$ cat src/rtl/mcu_bus_front.sv
module mcu_bus_front #(
  parameter int LO_W     = 16,
  parameter int HI_W     = 8,
  parameter int AUX_W    = 8,
  parameter int RST_HOLD = 8
) (
  input  logic                 clk,
  input  logic                 rst_n,
  input  logic                 cfg_wr,
  input  logic                 cfg_mux_in,
  input  logic                 cfg_wide_in,
  input  logic                 ale,
  input  logic [LO_W-1:0]      ad_in,
  input  logic [HI_W-1:0]      hi_addr_in,
  input  logic [AUX_W-1:0]     aux_in,
  input  logic                 bus_e,
  input  logic                 bus_rw,
  input  logic                 rd_n,
  input  logic                 wr_n,
  input  logic                 psen_n,
  input  logic                 bhe_n,
  output logic [LO_W+HI_W-1:0] dec_addr,
  output logic [AUX_W-1:0]     aux_out,
  output logic [LO_W-1:0]      addr_out,
  output logic                 addr_oe,
  output logic                 mem_rd,
  output logic                 mem_wr,
  output logic                 prog_rd,
  output logic                 lane_lo,
  output logic                 lane_hi,
  output logic                 rst_out_n
);

  localparam int CW = $clog2(RST_HOLD + 1);

  logic            mode_mux, mode_wide;
  logic            s_ale, s_e, s_rw, s_rd_n, s_wr_n, s_psen_n, s_bhe_n;
  logic [LO_W-1:0] s_ad, lo_lat;
  logic [HI_W-1:0] s_hi, hi_lat;
  logic [CW-1:0]   hold_cnt;
  logic [LO_W-1:0] lo_cur;
  logic [HI_W-1:0] hi_cur;
  logic            access;

  always_ff @(posedge clk) begin
    if (!rst_n) begin
      mode_mux  <= 1'b0;
      mode_wide <= 1'b0;
    end else if (cfg_wr) begin
      mode_mux  <= cfg_mux_in;
      mode_wide <= cfg_wide_in;
    end
  end

  always_ff @(posedge clk) begin
    if (!rst_n) begin
      s_ale    <= 1'b0;
      s_e      <= 1'b0;
      s_rw     <= 1'b1;
      s_rd_n   <= 1'b1;
      s_wr_n   <= 1'b1;
      s_psen_n <= 1'b1;
      s_bhe_n  <= 1'b1;
      s_ad     <= '0;
      s_hi     <= '0;
    end else begin
      s_ale    <= ale;
      s_e      <= bus_e;
      s_rw     <= bus_rw;
      s_rd_n   <= rd_n;
      s_wr_n   <= wr_n;
      s_psen_n <= psen_n;
      s_bhe_n  <= bhe_n;
      s_ad     <= ad_in;
      s_hi     <= hi_addr_in;
    end
  end

  always_ff @(posedge clk) begin
    if (!rst_n) begin
      lo_lat <= '0;
      hi_lat <= '0;
    end else if (s_ale) begin
      lo_lat <= s_ad;
      hi_lat <= s_hi;
    end
  end

  always_ff @(posedge clk) begin
    if (!rst_n)
      hold_cnt <= '0;
    else if (hold_cnt != CW'(RST_HOLD))
      hold_cnt <= hold_cnt + 1'b1;
  end

  assign rst_out_n = (hold_cnt == CW'(RST_HOLD));

  assign lo_cur   = mode_mux ? lo_lat : s_ad;
  assign hi_cur   = mode_mux ? hi_lat : s_hi;
  assign dec_addr = {hi_cur, lo_cur};
  assign aux_out  = aux_in;

  assign addr_oe  = mode_mux;
  assign addr_out = mode_mux ? lo_lat : '0;

  assign mem_rd  = mode_mux ? ~s_rd_n : (s_e &  s_rw);
  assign mem_wr  = mode_mux ? ~s_wr_n : (s_e & ~s_rw);
  assign prog_rd = ~s_psen_n;

  assign access  = mem_rd | mem_wr | prog_rd;
  assign lane_lo = access & (mode_wide ? ~lo_cur[0] : 1'b1);
  assign lane_hi = access & mode_wide & ~s_bhe_n;


  address_hold_chk: assert property (@(posedge clk) disable iff (!rst_n)
    (mode_mux && !s_ale && !cfg_wr) |=> $stable(addr_out));


  addr_port_idle_chk: assert property (@(posedge clk) disable iff (!rst_n)
    !addr_oe |-> (addr_out == '0));


  strobe_exclusive_chk: assert property (@(posedge clk) disable iff (!rst_n)
    !mode_mux |-> !(mem_rd && mem_wr));


  narrow_lane_chk: assert property (@(posedge clk) disable iff (!rst_n)
    !mode_wide |-> !lane_hi);


  lane_needs_access_chk: assert property (@(posedge clk) disable iff (!rst_n)
    (lane_lo || lane_hi) |-> (mem_rd || mem_wr || prog_rd));


  reset_out_held_chk: assert property (@(posedge clk) disable iff (!rst_n)
    $rose(rst_n) |-> !rst_out_n);


  reset_out_sticky_chk: assert property (@(posedge clk) disable iff (!rst_n)
    rst_out_n |=> rst_out_n);

endmodule

$ cat config.mk
export PLATFORM = sky130hd
export DESIGN_NAME = mcu_bus_front
export DESIGN_NICKNAME = d
export VERILOG_FILES = /design/src/rtl/mcu_bus_front.sv
export SDC_FILE = /design/constraint.sdc
export NUM_CORES = 1
export LEC_CHECK = 0
export BUFFER_PORTS_ARGS = -buffer_cell sky130_fd_sc_hd__buf_4
export CELL_PAD_IN_SITES_DETAIL_PLACEMENT = 0
export CELL_PAD_IN_SITES_GLOBAL_PLACEMENT = 1
export CORE_UTILIZATION = 39
export DETAILED_ROUTE_END_ITERATION = 12
export MAX_ROUTING_LAYER = met4
export PLACE_DENSITY = 0.85
export SLEW_MARGIN = 20
export SYNTH_ARGS = -nofsm -noshare
export SYNTH_HDL_FRONTEND = slang
export SYNTH_SLANG_ARGS = --single-unit
$ cat constraint.sdc
create_clock -name clk -period 2.89 [get_ports clk]
set_input_delay 0.4335 -clock clk [delete_from_list [all_inputs] [get_ports clk]]
set_output_delay 0.4335 -clock clk [all_outputs]
set_load 0.02 [all_outputs]
==> results.cfg <==
[sta]
fin_crit_sh = 0.8076
clock_skew_ns = 0.005646
fin_ws_ns = 0.5560
setup_viol = 0
slew_headroom = 0.4569
fin_setup_tns_ns = 0
max_freq_mhz = 428.5
grt_setup_unrepaired = false
final-max-slew-violation-count = 0
layout_min_cycle_time_ns = 2.334
worst_slew_pin_slew_ns = 0.8147
hold_ws_ns = 0.2899
hold_viol = 0

[synthesis]
muxShareOfSynthArea = 0.2252
yosys.area_share.simple = 0.2061
synth.yosys.warnings = 0
async_flop_share = 0
synth_top_area_cell = dfxtp_1
synth_compound_area_frac = 0.01521
ys_top_cells_by_area = dfxtp_1 48%, mux2i_1 12%, and2_1 10%
synth_xor_area_frac = 0.003435
ys_ff_latch = 61
synthAdderAreaFrac = 0.009814
synth-seq-area-share = 0.4789
yosysMostFrequentCell = dfxtp_1
synth_top_area_frac = 0.4789
synth.net_count = 281
synthesis.area_sq_um = 2550
synth_ff_type = dfxtp_1
synth_cells = 235
synth_commonest_cells = 61 x dfxtp_1, 42 x and2_1, 30 x mux2i_1
synth_edf_count = 0
synth_top_family_by_area = multiplexers
ys_types = 24
avgSynthCellArea_sq_um = 10.85

[cells_and_area]
diodes = 0
utilization = 0.5270
area_growth_pct = 30.47
nets = 352
nFillCells = 604
drive_gt1_frac = 0.4019

[die]
die_area_sq_um = 6866
die_y_um = 82.86
core_area_sq_um = 6314
start_util = 0.4039
die_w_um = 82.86
io_pins = 99
num_rows = 29

[power_and_ir_drop]
finalPower_w = 0.001872
p_leak_nw = 1.483
irDropWorstVdd_uv = 274.5
power_density_nw_per_um2 = 562.8

[worst_setup_path]
cp.arrival_ns = 1.90
r2r_slack_ns = 1.57
cp-start-kind = flop
cp-endpoint = dec_addr[9]
r2r_start = s_ale
path_max_fanout = 32
crit_path_end_kind = primary output
rr_worst_depth = 2
cp-startpoint = addr_oe
required_ns = 2.46
worst-setup-path-type = flop to primary output
r2r-end = lo_lat[12]

[clock_tree]
ctsHoldBuffers = 0
cts.repair.resized = 0
cts-root-buf = clkbuf_8
numCtsBuffers = 9
path_clk_slew_ns = 0.06
clock_path_buffers = 2
clock-sinks = 61
ctsHtreeMaxLevel = 3
cts_tree = yes
postCtsSetupRepairBufs = 0
clk_latency_ns = 0.32

[routing]
viasPerCell = 4.508
vias = 1749
drt_iter0_drc = 48
wl_per_cell_um = 12.20
first_pass_iters = 4
drc = 0
routed_wl_mm = 4.732
antenna_left = 0

[placed_design]
io_buffers = 82
post-dp-hpwl_mm = 3.151
gp_congestion = 0.6559
place_ws_ns = 0.8783

[global_route]
track_usage = 0.1459
grt_pass1_wl_mm = 7.603
grt_pass1_vias = 1665
grt_overflow = 0
grt_max_degree = 65
antenna_found_initial = 0

[run]
cap_violations = 0

[status]
status = finished, final reports clean

[hold_path]
hold_class = input port to flop
-- where the power goes --
group          leakage [nW]  internal [W]  switching [W]  total (W)
clock network        0.0964      0.000419       0.000311   0.000731
registers             0.503      0.000881      0.0000390   0.000920
logic                 0.883      0.000129      0.0000926   0.000222
total                  1.48       0.00143       0.000443    0.00187
-- state kept, by name (all words and copies together), names as in the netlist --
name	flops
s_psen_n	1
s_rd_n	1
addr_oe	1
s_hi	8
mode_wide	1
lo_lat	16
s_ad	16
hi_lat	8
hold_cnt	4
s_rw	1
s_bhe_n	1
s_e	1
s_ale	1
s_wr_n	1
-- cell usage in the layout (no fill, tap or decap), types with 2 or more instances in the layout --
| cell | n |
|---|---|
| clkbuf_8 | 10 |
| mux2i_1 | 30 |
| and2_1 | 42 |
| buf_4 | 83 |
| ha_1 | 2 |
| clkinv_2 | 2 |
| nor2b_1 | 26 |
| mux2_2 | 23 |
| inv_1 | 5 |
| dfxtp_1 | 59 |
| nand2b_1 | 7 |
| nand2_1 | 5 |
| nor2_1 | 2 |
| clkbuf_1 | 2 |
| dfxtp_2 | 2 |
-- how the worst min path moves through the flow --
stage,from,end,slack (ns),cells after the start
floorplan,hold_cnt[3],hold_cnt[3],0.44,2
global placement,hold_cnt[3],hold_cnt[3],0.45,2
detailed placement,hold_cnt[3],hold_cnt[3],0.46,2
CTS,psen_n,s_psen_n,0.27,2
global route,rd_n,s_rd_n,0.26,2
finish,psen_n,s_psen_n,0.29,2
-- metal layers --
layer,up-vias,routed length (um),track usage,share of wire
met3,2,266,0.05070,0.056
li1,898,-,-,-
met4,0,21,0.07367,0.0044
met1,803,2189,0.1640,0.46
met2,46,2256,0.2303,0.48
met5,-,0,-,0
-- worst max-delay path, stage by stage, from the launching register on --
cell	delay (ns)
dfxtp_2	0.72
buf_4	0.32
mux2_2	0.37
buf_4	0.16
-- kinds of logic (layout without fill, tap and decap cells) --
family | Yosys count | after routing
buffers and inverters | 28 | 104
and+or+nand+nor | 86 | 86
DFF | 61 | 61
adders and majority gates | 2 | 2
muxes | 54 | 54
AOI/OAI and AO/OA | 3 | 3
xor gates and xnor gates | 1 | 1
-- cell type report --
cell class	instances	area (sq um)	share of cell area
clock buffers	12	145.1	0.04363
clock inverters	4	47.55	0.01429
inverters	5	18.77	0.005641
multi-input cells	146	1172	0.3524
flip-flops and latches	61	1224	0.3678
well taps	77	96.34	0.02896
repair buffers	83	623.1	0.1873
-- stage by stage --
| step | std cells | cell area [sq um] |
|---|---|---|
| global placement | 372 | 3134 |
| CTS | 388 | 3327 |
| detailed placement | 372 | 3134 |
| floorplan | 235 | 2550 |
| global route | 388 | 3327 |
| finish | 388 | 3327 |
Power figures use the tool's default switching activity.
